===== src/rtl/hcs_pkg.sv =====
package hcs_pkg;
  localparam int STAT_W = 3;
  localparam logic [STAT_W-1:0] ST_PASSIVE = 3'b111;
  localparam logic [STAT_W-1:0] ST_HALT    = 3'b011;

  typedef enum logic [1:0] {
    SEQ_RUN   = 2'd0,
    SEQ_DRAIN = 2'd1,
    SEQ_HALT  = 2'd2
  } seq_state_t;
endpackage


===== src/rtl/hcs_status_qual.sv =====
module hcs_status_qual
  import hcs_pkg::*;
(
  input  logic              clk,
  input  logic              rst_n,
  input  logic [STAT_W-1:0] stat_i,
  input  logic              start_i,
  output logic              start_s,
  output logic              decode
);
  logic [STAT_W-1:0] st_q;
  logic              start_q;
  logic              arm_q;

  // The reset value is not the passive code, so a halt code sampled right after reset cannot match.
  always_ff @(posedge clk or negedge rst_n) begin
    if (!rst_n) begin
      st_q    <= '0;
      start_q <= 1'b0;
      arm_q   <= 1'b0;
    end else begin
      st_q    <= stat_i;
      start_q <= start_i;
      arm_q   <= (st_q == ST_PASSIVE) && !start_q;
    end
  end

  assign start_s = start_q;
  assign decode  = arm_q && (st_q == ST_HALT) && !start_q;


  passive_before_halt_chk: assert property (@(posedge clk) disable iff (!rst_n)
    decode |-> ($past(st_q) == ST_PASSIVE));


  rearm_after_start_chk: assert property (@(posedge clk) disable iff (!rst_n)
    start_q |=> !decode);
endmodule


===== src/rtl/hcs_stop_seq.sv =====
module hcs_stop_seq
  import hcs_pkg::*;
#(
  parameter int STOP_LAG = 2
) (
  input  logic clk,
  input  logic rst_n,
  input  logic start_s,
  input  logic decode,
  input  logic src_ext_i,
  output logic run,
  output logic stopping,
  output logic osc_run
);
  localparam int CW = (STOP_LAG < 2) ? 1 : $clog2(STOP_LAG + 1);
  localparam logic [CW-1:0] CNT_LOAD = CW'(STOP_LAG - 1);

  seq_state_t      state_q;
  logic [CW-1:0]   cnt_q;
  logic            osc_off_q;

  always_ff @(posedge clk or negedge rst_n) begin
    if (!rst_n) begin
      state_q   <= SEQ_RUN;
      cnt_q     <= '0;
      osc_off_q <= 1'b0;
    end else begin
      unique case (state_q)
        SEQ_RUN: begin
          if (decode && !start_s) begin
            state_q   <= SEQ_DRAIN;
            cnt_q     <= CNT_LOAD;
            osc_off_q <= !src_ext_i;
          end
        end
        SEQ_DRAIN: begin
          if (start_s) begin
            state_q   <= SEQ_RUN;
            osc_off_q <= 1'b0;
          end else if (cnt_q == '0) begin
            state_q <= SEQ_HALT;
          end else begin
            cnt_q <= cnt_q - 1'b1;
          end
        end
        SEQ_HALT: begin
          if (start_s) begin
            state_q   <= SEQ_RUN;
            osc_off_q <= 1'b0;
          end
        end
        default: state_q <= SEQ_RUN;
      endcase
    end
  end

  assign run      = (state_q != SEQ_HALT);
  assign stopping = (state_q != SEQ_RUN);
  assign osc_run  = !((state_q == SEQ_HALT) && osc_off_q);


  commit_follows_decode_chk: assert property (@(posedge clk) disable iff (!rst_n)
    $rose(stopping) |-> $past(decode));


  enable_falls_after_drain_chk: assert property (@(posedge clk) disable iff (!rst_n)
    $fell(run) |-> $past(stopping));


  start_resumes_chk: assert property (@(posedge clk) disable iff (!rst_n)
    start_s |=> (run && !stopping && osc_run));


  osc_only_when_halted_chk: assert property (@(posedge clk) disable iff (!rst_n)
    !osc_run |-> !run);
endmodule


===== src/rtl/hcs_pclk_div.sv =====
module hcs_pclk_div #(
  parameter int PCLK_HALF = 1
) (
  input  logic clk,
  input  logic rst_n,
  input  logic run,
  output logic pclk
);
  logic pclk_q;

  generate
    if (PCLK_HALF <= 1) begin : g_direct
      always_ff @(posedge clk or negedge rst_n) begin
        if (!rst_n)   pclk_q <= 1'b0;
        else if (run) pclk_q <= ~pclk_q;
      end
    end else begin : g_count
      localparam int DW = $clog2(PCLK_HALF);
      localparam logic [DW-1:0] LAST = DW'(PCLK_HALF - 1);
      logic [DW-1:0] div_q;
      always_ff @(posedge clk or negedge rst_n) begin
        if (!rst_n) begin
          div_q  <= '0;
          pclk_q <= 1'b0;
        end else if (run) begin
          if (div_q == LAST) begin
            div_q  <= '0;
            pclk_q <= ~pclk_q;
          end else begin
            div_q <= div_q + 1'b1;
          end
        end
      end
    end
  endgenerate

  assign pclk = pclk_q;


  pclk_frozen_chk: assert property (@(posedge clk) disable iff (!rst_n)
    !run |=> $stable(pclk_q));
endmodule


===== src/rtl/hcs_halt_clk_ctrl.sv =====
module hcs_halt_clk_ctrl
  import hcs_pkg::*;
#(
  parameter int STOP_LAG  = 2,
  parameter int PCLK_HALF = 1
) (
  input  logic              clk,
  input  logic              rst_n,
  input  logic [STAT_W-1:0] stat_i,
  input  logic              start_i,
  input  logic              src_ext_i,
  output logic              clk_en_o,
  output logic              osc_run_o,
  output logic              stopping_o,
  output logic              pclk_o
);
  logic start_s;
  logic decode;
  logic run;

  hcs_status_qual u_qual (
    .clk     (clk),
    .rst_n   (rst_n),
    .stat_i  (stat_i),
    .start_i (start_i),
    .start_s (start_s),
    .decode  (decode)
  );

  hcs_stop_seq #(.STOP_LAG(STOP_LAG)) u_seq (
    .clk       (clk),
    .rst_n     (rst_n),
    .start_s   (start_s),
    .decode    (decode),
    .src_ext_i (src_ext_i),
    .run       (run),
    .stopping  (stopping_o),
    .osc_run   (osc_run_o)
  );

  hcs_pclk_div #(.PCLK_HALF(PCLK_HALF)) u_pclk (
    .clk   (clk),
    .rst_n (rst_n),
    .run   (run),
    .pclk  (pclk_o)
  );

  assign clk_en_o = run;
endmodule


===== config.mk =====
export PLATFORM = sky130hd
export DESIGN_NAME = hcs_halt_clk_ctrl
export DESIGN_NICKNAME = d
export VERILOG_FILES = /design/src/rtl/hcs_pkg.sv /design/src/rtl/hcs_status_qual.sv /design/src/rtl/hcs_stop_seq.sv /design/src/rtl/hcs_pclk_div.sv /design/src/rtl/hcs_halt_clk_ctrl.sv
export SDC_FILE = /design/constraint.sdc
export NUM_CORES = 1
export LEC_CHECK = 0
export BUFFER_PORTS_ARGS = -buffer_cell sky130_fd_sc_hd__clkbuf_2
export CORE_AREA = 2 2 39 41
export DETAILED_ROUTE_END_ITERATION = 10
export DIE_AREA = 0 0 41 43
export HOLD_SLACK_MARGIN = 0.08
export PLACE_DENSITY = 0.66
export SKIP_LAST_GASP = 1
export SLEW_MARGIN = 20
export SYNTH_ARGS = -nofsm -noshare
export SYNTH_HDL_FRONTEND = slang
export SYNTH_HIERARCHICAL = 1
export SYNTH_SLANG_ARGS = --single-unit

===== constraint.sdc =====
create_clock -name clk -period 3.78 [get_ports clk]
set_input_delay 0.756 -clock clk [delete_from_list [all_inputs] [get_ports clk]]
set_output_delay 0.756 -clock clk [all_outputs]
set_load 0.03 [all_outputs]

==> flow_summary.html, run 1 <==
<table>
<tr><th>Metric</th><th>Value</th></tr>
<tr><th colspan="2">Pwr</th></tr>
<tr><td>Seq pwr share</td><td>31.4%</td></tr>
<tr><td>Maximum VDD drop</td><td>0.315 mV</td></tr>
<tr><td>Internal Pwr Total</td><td>312 µW</td></tr>
<tr><td>Clock group share of total power</td><td>14.5%</td></tr>
<tr><td>Switching Fraction</td><td>41.1%</td></tr>
<tr><td>Net switching power</td><td>217 µW</td></tr>
<tr><td>Power share of the combinational group</td><td>54.1%</td></tr>
<tr><td>Total Power</td><td>529 µW</td></tr>
<tr><td>Power density over the cells</td><td>788 mW/mm²</td></tr>
<tr><td>Leakage power</td><td>0.338 nW</td></tr>
<tr><th colspan="2">Synth</th></tr>
<tr><td>Cells taking the most area after synthesis</td><td>sky130_fd_sc_hd__dfrtp_1 48%, sky130_fd_sc_hd__ha_1 13%, sky130_fd_sc_hd__mux2_4 5.2%</td></tr>
<tr><td>Dominant cell type by area after synthesis</td><td>sky130_fd_sc_hd__dfrtp_1</td></tr>
<tr><td>Average cell area after synthesis</td><td>11.9 µm²</td></tr>
<tr><td>Cell Area, Synth</td><td>573 µm²</td></tr>
<tr><td>Share of the yosys chip area belonging to registers</td><td>48.0%</td></tr>
<tr><td>Number of register bits inferred by synthesis</td><td>11</td></tr>
<tr><td>Synthesized instance count</td><td>48</td></tr>
<tr><td>Library cells used by synthesis</td><td>21</td></tr>
<tr><td>Post-Syn Nets</td><td>61</td></tr>
<tr><td>Total of warnings raised by yosys</td><td>6</td></tr>
<tr><td>Fraction of synthesized cell area taken by the top area cell type</td><td>48.0%</td></tr>
<tr><th colspan="2">Timing</th></tr>
<tr><td>Fmax</td><td>489 MHz</td></tr>
<tr><td>Number of failing setup endpoints in the final timing report</td><td>0</td></tr>
<tr><td>Worst-Margin Slew</td><td>326 ps</td></tr>
<tr><td>Total Neg Setup Slack</td><td>0 ps</td></tr>
<tr><td>Clock period minus worst slack</td><td>2050 ps</td></tr>
<tr><td>Post-route clock period utilization</td><td>54.2%</td></tr>
<tr><td>Final Skew</td><td>1.13 ps</td></tr>
<tr><td>Worst relative slew slack</td><td>78.2%</td></tr>
<tr><td>Fin Hold WS</td><td>355 ps</td></tr>
<tr><td>Setup slack after layout</td><td>1730 ps</td></tr>
<tr><td>RSZ-0062 raised after global routing</td><td>false</td></tr>
<tr><td>Final Max Slew Viols</td><td>0</td></tr>
<tr><td>Number of endpoints with negative hold slack in the final report</td><td>0</td></tr>
<tr><th colspan="2">Cells and area</th></tr>
<tr><td>Fillers</td><td>137</td></tr>
<tr><td>Final non-filler cell area</td><td>671 µm²</td></tr>
<tr><td>Ratio of cells with drive above 1 in the final layout</td><td>37.1%</td></tr>
<tr><td>Total inserted antenna cells</td><td>0</td></tr>
<tr><td>Final Util</td><td>48.5%</td></tr>
<tr><td>Number of nets at the end of the flow</td><td>76</td></tr>
<tr><td>P&amp;R area growth vs syn</td><td>17.0%</td></tr>
<tr><td>Cell Count, Final, Fillers Out</td><td>78</td></tr>
<tr><th colspan="2">Clocking</th></tr>
<tr><td>CTS tree</td><td>built</td></tr>
<tr><td>CTS HTree Levels</td><td>1</td></tr>
<tr><td>Clk_lat worst skew</td><td>260 ps</td></tr>
<tr><td>Post-CTS clock slew at the launch and capture registers of the worst setup and hold paths</td><td>70 ps</td></tr>
<tr><td>Hold-fix buffers, CTS</td><td>0</td></tr>
<tr><td>Cell chosen for the clock root</td><td>sky130_fd_sc_hd__clkbuf_4</td></tr>
<tr><td>Inserted Clock Buffers</td><td>3</td></tr>
<tr><td>Number of setup buffers added after CTS</td><td>0</td></tr>
<tr><td>CTS max path bufs</td><td>2</td></tr>
<tr><td>Clock sink total</td><td>11</td></tr>
<tr><td>Post-cts resize count</td><td>0</td></tr>
<tr><th colspan="2">Routing</th></tr>
<tr><td>Detailed Route Iter0 Violations</td><td>1</td></tr>
<tr><td>Antenna-violating nets left</td><td>0</td></tr>
<tr><td>DR WL/cell</td><td>10.6 µm</td></tr>
<tr><td>Total number of vias</td><td>372</td></tr>
<tr><td>Routed via count divided by cell count</td><td>4.77</td></tr>
<tr><td>Detailed Route WL</td><td>827 µm</td></tr>
<tr><td>DRC Markers</td><td>0</td></tr>
<tr><td>Total iterations of the first detailed-routing run</td><td>4</td></tr>
<tr><th colspan="2">Floorplan</th></tr>
<tr><td>Die Span Y</td><td>43 µm</td></tr>
<tr><td>Die Footprint</td><td>0.00176 mm²</td></tr>
<tr><td>I/O pin count</td><td>11</td></tr>
<tr><td>Initial core utilization</td><td>41.4%</td></tr>
<tr><td>Die X</td><td>41 µm</td></tr>
<tr><td>Core footprint</td><td>0.00138 mm²</td></tr>
<tr><td>Row cnt</td><td>14</td></tr>
<tr><th colspan="2">Critical path</th></tr>
<tr><td>Number of buffers and inverters on the critical path</td><td>3</td></tr>
<tr><td>WS Path Type</td><td>flip-flop to output port</td></tr>
<tr><td>CP Launch Type</td><td>flip-flop</td></tr>
<tr><td>Peak fanout along the critical path</td><td>4</td></tr>
<tr><td>Critical path arrival</td><td>1290 ps</td></tr>
<tr><td>Largest incremental delay on the critical path</td><td>400 ps</td></tr>
<tr><td>Top Family by Delay on Critical Path</td><td>flip-flops</td></tr>
<tr><td>Series of cell instances along the critical path</td><td>inv_1 -&gt; ha_1 -&gt; inv_1 -&gt; clkbuf_2</td></tr>
<tr><td>Required time of the critical path</td><td>3020 ps</td></tr>
<tr><td>Most Frequent Cell on Critical Path</td><td>sky130_fd_sc_hd__inv_1</td></tr>
<tr><td>Slowest cell on the critical path</td><td>sky130_fd_sc_hd__dfrtp_1</td></tr>
<tr><td>Worst setup EP type</td><td>output port</td></tr>
<tr><th colspan="2">Min path</th></tr>
<tr><td>Worst min path class</td><td>input pin to async pin</td></tr>
<tr><th colspan="2">Placement</th></tr>
<tr><td>Post-placement cell area</td><td>643 µm²</td></tr>
<tr><td>PortBufs</td><td>10</td></tr>
<tr><td>Minimum setup slack after placement</td><td>2010 ps</td></tr>
<tr><td>HPWL after detailed placement</td><td>665 µm</td></tr>
<tr><td>RD Place Congestion</td><td>0.639</td></tr>
<tr><td>Post-Place Cells</td><td>74</td></tr>
<tr><th colspan="2">Global route</th></tr>
<tr><td>Total routing resource utilization after global routing</td><td>13.8%</td></tr>
<tr><td>First-pass GRT wire length</td><td>1.58 mm</td></tr>
<tr><td>Antenna violations before repair</td><td>0</td></tr>
<tr><td>Overall overflow remaining after global route</td><td>0</td></tr>
<tr><td>Pin count of the biggest net entering global routing</td><td>12</td></tr>
<tr><td>Number of global-route vias before repair</td><td>382</td></tr>
<tr><th colspan="2">Status</th></tr>
<tr><td>Result of the run</td><td>complete, no violations</td></tr>
<tr><th colspan="2">Job</th></tr>
<tr><td>MaxCap Viol Count</td><td>0</td></tr>
</table>
[final timing paths]
check | startpoint | endpoint | slack, ps | depth (start not counted)
setup / recovery | u_seq/state_q[0]$_DFFE_PN0P_ | clk_en_o | 1730 | 4
hold / removal | rst_n | u_seq/osc_off_q$_DFFE_PN0P_ | 360 | 1
setup reg to reg | u_qual/start_s$_DFF_PN0_ | u_seq/cnt_q[0]$_DFFE_PN0P_ | 2240 | 5
hold reg to reg | u_pclk/pclk$_DFFE_PN0P_ | u_pclk/pclk$_DFFE_PN0P_ | 470 | 1
max in group asynchronous | rst_n | u_pclk/pclk$_DFFE_PN0P_ | 3210 | 1
min in group clk | u_pclk/pclk$_DFFE_PN0P_ | u_pclk/pclk$_DFFE_PN0P_ | 470 | 1
[flip-flops by register name, indices dropped and copies added (netlist names)]
| register | cells |
|---|---|
| u_seq/osc_off_q | 1 |
| u_seq/cnt_q | 2 |
| u_pclk/pclk | 1 |
| u_qual/start_s | 1 |
| u_seq/state_q | 2 |
| u_qual/st_q | 3 |
| u_qual/arm_q | 1 |
[power by group through the flow]
stage	clock (mW)	combinational (mW)	sequential, mW
finish	0.0769	0.286	0.166
detailed placement	0	0.287	0.169
CTS	0.0834	0.289	0.166
floorplan	0	0.223	0.176
global route	0.0885	0.319	0.171
global placement	0	0.282	0.168
[placed cells by master, fill, tap and decap left out, types with 2 or more instances in the layout]
cell,instances
sky130_fd_sc_hd__mux2i_1,2
sky130_fd_sc_hd__clkbuf_2,10
sky130_fd_sc_hd__clkbuf_4,3
sky130_fd_sc_hd__nor2_1,2
sky130_fd_sc_hd__nand2_1,4
sky130_fd_sc_hd__ha_1,6
sky130_fd_sc_hd__dfrtp_1,11
sky130_fd_sc_hd__inv_1,7
sky130_fd_sc_hd__mux2_4,2
[area by class of cell]
class / count / area (µm²) / area share (%)
sequential: 11 / 275 / 41.0
multi-input combinational: 30 / 272 / 40.5
timing repair buffer: 10 / 50.0 / 7.46
inverter: 7 / 26.3 / 3.92
clock buffer: 3 / 22.5 / 3.36
tap: 16 / 20.0 / 2.99
clock inverter: 1 / 5.00 / 0.746
[routing by layer]
layer	track usage, %	vias up	share of wire, %
li1	-	185	-
met1	15.4	175	46
met2	20.6	10	47
met3	4.71	2	5.2
met4	10.0	0	1.3
met5	0	-	0
[synth_stat cells]
cell type / number
sky130_fd_sc_hd__a21oi_1: 1
sky130_fd_sc_hd__nand2b_1: 1
sky130_fd_sc_hd__or2b_2: 1
sky130_fd_sc_hd__ha_1: 6
sky130_fd_sc_hd__nand2_1: 4
sky130_fd_sc_hd__dfrtp_1: 11
sky130_fd_sc_hd__nand3_2: 1
sky130_fd_sc_hd__nor3b_1: 1
sky130_fd_sc_hd__mux2i_1: 2
sky130_fd_sc_hd__o21ai_2: 1
sky130_fd_sc_hd__nor2_1: 2
sky130_fd_sc_hd__o22ai_1: 1
sky130_fd_sc_hd__nand2b_4: 1
sky130_fd_sc_hd__a21oi_2: 1
sky130_fd_sc_hd__inv_1: 7
sky130_fd_sc_hd__xor2_1: 1
sky130_fd_sc_hd__a21boi_0: 1
sky130_fd_sc_hd__nand2_4: 1
sky130_fd_sc_hd__nor4b_2: 1
sky130_fd_sc_hd__mux2_4: 2
sky130_fd_sc_hd__a31oi_1: 1
[logic make-up (layout without fill, tap and decap cells)]
group	Yosys count	in the layout	share of synthesized area, %
mux	4	4	8.73
fa+ha+maj	6	6	13.1
simple gates	13	13	16.6
flops	11	11	48.0
xor+xnor	1	1	1.53
buf+inv	7	21	4.59
compound gates	6	6	7.43
No activity file was read; power rests on OpenSTA's default activity.
==> run 2: changes to the inputs <==
--- a/config.mk
+++ b/config.mk
@@ -10,7 +10,7 @@
 export DETAILED_ROUTE_END_ITERATION = 10
 export DIE_AREA = 0 0 41 43
 export HOLD_SLACK_MARGIN = 0.08
-export PLACE_DENSITY = 0.66
+export PLACE_DENSITY = 0.68
 export SKIP_LAST_GASP = 1
 export SLEW_MARGIN = 20
 export SYNTH_ARGS = -nofsm -noshare
==> constraint.sdc (replaced) <==
create_clock -name clk -period 1.8 [get_ports clk]
set_input_delay 0.36 -clock clk [delete_from_list [all_inputs] [get_ports clk]]
set_output_delay 0.36 -clock clk [all_outputs]
set_load 0.03 [all_outputs]
==> run 2 against run 1 <==
Effect of this change:
- clock power grew 120%
- die area is the same
- wire length increased by 14%
- register-to-register slack worse by 2000 ps
==> flow_summary.html, run 2 (synthesized netlist as in run 1, its figures left out) <==
<table>
<tr><th>Metric</th><th>Value</th></tr>
<tr><th colspan="2">Min path</th></tr>
<tr><td>Endpoint of the worst hold-timing path</td><td>u_qual/start_s$_DFF_PN0_</td></tr>
<tr><td>Worst Hold Launch</td><td>start_i</td></tr>
<tr><td>Worst min path class</td><td>input pin to flip-flop</td></tr>
<tr><td>Worst hold path stage count</td><td>1</td></tr>
<tr><th colspan="2">Routing</th></tr>
<tr><td>DR WL/cell</td><td>11.9 µm (+13%)</td></tr>
<tr><td>Routed via count divided by cell count</td><td>4.86 (+1.9%)</td></tr>
<tr><td>Detailed Route Iter0 Violations</td><td>2 (+1)</td></tr>
<tr><td>Detailed Route WL</td><td>944 µm (+14%)</td></tr>
<tr><td>Total iterations of the first detailed-routing run</td><td>4 (unchanged)</td></tr>
<tr><td>Antenna-violating nets left</td><td>0 (unchanged)</td></tr>
<tr><td>DRC Markers</td><td>0 (unchanged)</td></tr>
<tr><td>Total number of vias</td><td>384 (+3.2%)</td></tr>
<tr><th colspan="2">Placement</th></tr>
<tr><td>RD Place Congestion</td><td>0.718 (+12%)</td></tr>
<tr><td>PortBufs</td><td>10 (unchanged)</td></tr>
<tr><td>HPWL after detailed placement</td><td>706 µm (+6.2%)</td></tr>
<tr><td>Post-placement cell area</td><td>643 µm² (unchanged)</td></tr>
<tr><th colspan="2">Floorplan</th></tr>
<tr><td>Die X</td><td>41 µm (unchanged)</td></tr>
<tr><td>Core footprint</td><td>0.00138 mm² (unchanged)</td></tr>
<tr><td>Row cnt</td><td>14 (unchanged)</td></tr>
<tr><td>Initial core utilization</td><td>41.4% (unchanged)</td></tr>
<tr><td>Die Span Y</td><td>43 µm (unchanged)</td></tr>
<tr><td>Die Footprint</td><td>0.00176 mm² (unchanged)</td></tr>
<tr><td>I/O pin count</td><td>11 (unchanged)</td></tr>
<tr><th colspan="2">Timing</th></tr>
<tr><td>Worst-Margin Slew</td><td>328 ps (+1.80 ps)</td></tr>
<tr><td>Post-route clock period utilization</td><td>94.0%</td></tr>
<tr><td>Number of endpoints with negative hold slack in the final report</td><td>0 (unchanged)</td></tr>
<tr><td>RSZ-0062 raised after global routing</td><td>false</td></tr>
<tr><td>Worst relative slew slack</td><td>78.1% (-0.12 points)</td></tr>
<tr><td>Total Neg Setup Slack</td><td>0 ps (unchanged)</td></tr>
<tr><td>Clock period minus worst slack</td><td>1690 ps</td></tr>
<tr><td>Final Skew</td><td>0.517 ps (-0.615 ps)</td></tr>
<tr><td>Final Max Slew Viols</td><td>0 (unchanged)</td></tr>
<tr><td>Number of failing setup endpoints in the final timing report</td><td>0 (unchanged)</td></tr>
<tr><td>Fmax</td><td>591 MHz</td></tr>
<tr><th colspan="2">Critical path</th></tr>
<tr><td>Reg2Reg Capture Point</td><td>u_seq/cnt_q[0]$_DFFE_PN0P_</td></tr>
<tr><td>WS Path Type</td><td>flip-flop to output port</td></tr>
<tr><td>Worst r2r path cells</td><td>5 (unchanged)</td></tr>
<tr><td>Peak fanout along the critical path</td><td>5 (+1)</td></tr>
<tr><td>CP Launch Type</td><td>flip-flop</td></tr>
<tr><td>Worst setup EP type</td><td>output port</td></tr>
<tr><td>Required time of the critical path</td><td>1440 ps (-1580 ps)</td></tr>
<tr><td>Critical path arrival</td><td>1330 ps (+40 ps)</td></tr>
<tr><td>Reg2reg start</td><td>u_qual/start_s$_DFF_PN0_</td></tr>
<tr><td>FF-to-FF setup slack</td><td>270 ps (-1970 ps)</td></tr>
<tr><th colspan="2">Pwr</th></tr>
<tr><td>Power share of the combinational group</td><td>53.9% (-0.2 points)</td></tr>
<tr><td>Clock group share of total power</td><td>15.1% (+0.6 points)</td></tr>
<tr><td>Maximum VDD drop</td><td>0.668 mV (+110%)</td></tr>
<tr><td>Power density over the cells</td><td>1670 mW/mm² (+110%)</td></tr>
<tr><td>Seq pwr share</td><td>31.0% (-0.4 points)</td></tr>
<tr><td>Leakage power</td><td>0.341 nW (+0.89%)</td></tr>
<tr><td>Internal Pwr Total</td><td>659 µW (+110%)</td></tr>
<tr><td>Switching Fraction</td><td>42.2% (+1.1 points)</td></tr>
<tr><td>Net switching power</td><td>481 µW (+120%)</td></tr>
<tr><th colspan="2">Clocking</th></tr>
<tr><td>Post-CTS clock slew at the launch and capture registers of the worst setup and hold paths</td><td>70 ps (about the same)</td></tr>
<tr><td>Clk_lat worst skew</td><td>270 ps (about the same)</td></tr>
<tr><td>CTS HTree Levels</td><td>1 (unchanged)</td></tr>
<tr><td>Inserted Clock Buffers</td><td>3 (unchanged)</td></tr>
<tr><td>CTS tree</td><td>built</td></tr>
<tr><td>Clock sink total</td><td>11 (unchanged)</td></tr>
<tr><td>Cell chosen for the clock root</td><td>sky130_fd_sc_hd__clkbuf_4</td></tr>
<tr><td>CTS max path bufs</td><td>2 (unchanged)</td></tr>
<tr><th colspan="2">Global route</th></tr>
<tr><td>Antenna violations before repair</td><td>0 (unchanged)</td></tr>
<tr><td>Number of global-route vias before repair</td><td>394 (+3.1%)</td></tr>
<tr><td>First-pass GRT wire length</td><td>1.70 mm (+7.4%)</td></tr>
<tr><td>Total routing resource utilization after global routing</td><td>15.7% (+1.8 points)</td></tr>
<tr><td>Pin count of the biggest net entering global routing</td><td>12 (unchanged)</td></tr>
<tr><td>Overall overflow remaining after global route</td><td>0 (unchanged)</td></tr>
<tr><th colspan="2">Cells and area</th></tr>
<tr><td>Register with the most flip-flops</td><td>u_qual/st_q</td></tr>
<tr><td>Ratio of cells with drive above 1 in the final layout</td><td>36.5% (-0.59 points)</td></tr>
<tr><td>P&amp;R area growth vs syn</td><td>18.8%</td></tr>
<tr><td>Final non-filler cell area</td><td>681 µm² (+1.5%)</td></tr>
<tr><td>Largest registers</td><td>u_qual/st_q: 3 flops, u_seq/cnt_q: 2 flops, u_seq/state_q: 2 flops</td></tr>
<tr><td>Largest register FFs</td><td>3 (unchanged)</td></tr>
<tr><td>Commonest cells after routing, fill and taps aside</td><td>11 x sky130_fd_sc_hd__dfrtp_1, 9 x sky130_fd_sc_hd__clkbuf_2, 7 x sky130_fd_sc_hd__inv_1</td></tr>
<tr><td>Total inserted antenna cells</td><td>0 (unchanged)</td></tr>
<tr><td>Number of nets at the end of the flow</td><td>77 (+1.3%)</td></tr>
<tr><td>Most common cell after layout, fill and taps aside</td><td>sky130_fd_sc_hd__dfrtp_1</td></tr>
<tr><th colspan="2">Job</th></tr>
<tr><td>MaxCap Viol Count</td><td>0 (unchanged)</td></tr>
<tr><th colspan="2">Status</th></tr>
<tr><td>Result of the run</td><td>complete, no violations</td></tr>
</table>
## run 2: changes by cell type in the layout (fill, tap and decap cells not counted)
cell	change
sky130_fd_sc_hd__dlygate4sd3_1	+1
sky130_fd_sc_hd__clkbuf_2	-1
sky130_fd_sc_hd__buf_2	+1
## run 2: worst max-delay path by stage
stage | endpoint | depth (start not counted) | startpoint | slack (ps)
6_report | stopping_o | 4 | u_seq/state_q[1]$_DFFE_PN0P_ | 110
4_1_cts | stopping_o | 4 | u_seq/state_q[1]$_DFFE_PN0P_ | 90
3_3_place_gp | u_seq/cnt_q[0]$_DFFE_PN0P_ | 5 | u_qual/start_s$_DFF_PN0_ | 310
2_1_floorplan | u_seq/cnt_q[0]$_DFFE_PN0P_ | 5 | u_qual/start_s$_DFF_PN0_ | 350
5_1_grt | clk_en_o | 4 | u_seq/state_q[0]$_DFFE_PN0P_ | 8
3_5_place_dp | u_seq/cnt_q[0]$_DFFE_PN0P_ | 5 | u_qual/start_s$_DFF_PN0_ | 270
## run 2: per-stage QoR
step	instances	setup slack (ps)	hold WS [ps]	util [%]	power, mW
floorplan	48	348	64.4	-	0.838
global placement	74	314	250	46.5	0.946
detailed placement	74	271	252	46.5	0.971
CTS	79	91.3	173	49.2	1.16
global route	79	7.72	164	49.2	1.25
finish	79	107	187	49.2	1.14
## run 2: cell type report
class,count,area (µm²)
timing repair buffer,11,60.1
inverter,7,26.3
multi-input combinational,30,272
clock buffer,3,22.5
tap,16,20.0
fill,128,703
sequential,11,275
clock inverter,1,5.00
## run 2: critical path, stage by stage (launching register included)
cell and delay, ps:
sky130_fd_sc_hd__dfrtp_1 400, sky130_fd_sc_hd__inv_1 150, sky130_fd_sc_hd__ha_1 280, sky130_fd_sc_hd__inv_1 60, sky130_fd_sc_hd__clkbuf_2 180
## run 2: power by group through the flow
stage | registers, mW | logic (mW) | clock network, mW
2_1_floorplan | 0.370 | 0.468 | 0
3_3_place_gp | 0.351 | 0.595 | 0
3_5_place_dp | 0.356 | 0.615 | 0
4_1_cts | 0.354 | 0.620 | 0.182
5_1_grt | 0.365 | 0.687 | 0.197
6_report | 0.353 | 0.614 | 0.172
## run 2: layer usage
layer	vias up	wire [µm]	global-route usage [%]
met5	-	0	0
met4	0	29	12.0
met3	4	51	6.28
met2	16	472	23.1
met1	174	391	16.7
li1	190	-	-
## run 2: timing repair
action / CTS / global route
gates resized for setup: 0 / 1
endpoints found under the hold margin: 11 / 0
buffers inserted: 0 / 0
hold buffers: 1 / 0
setup endpoints to repair: 0 / 1
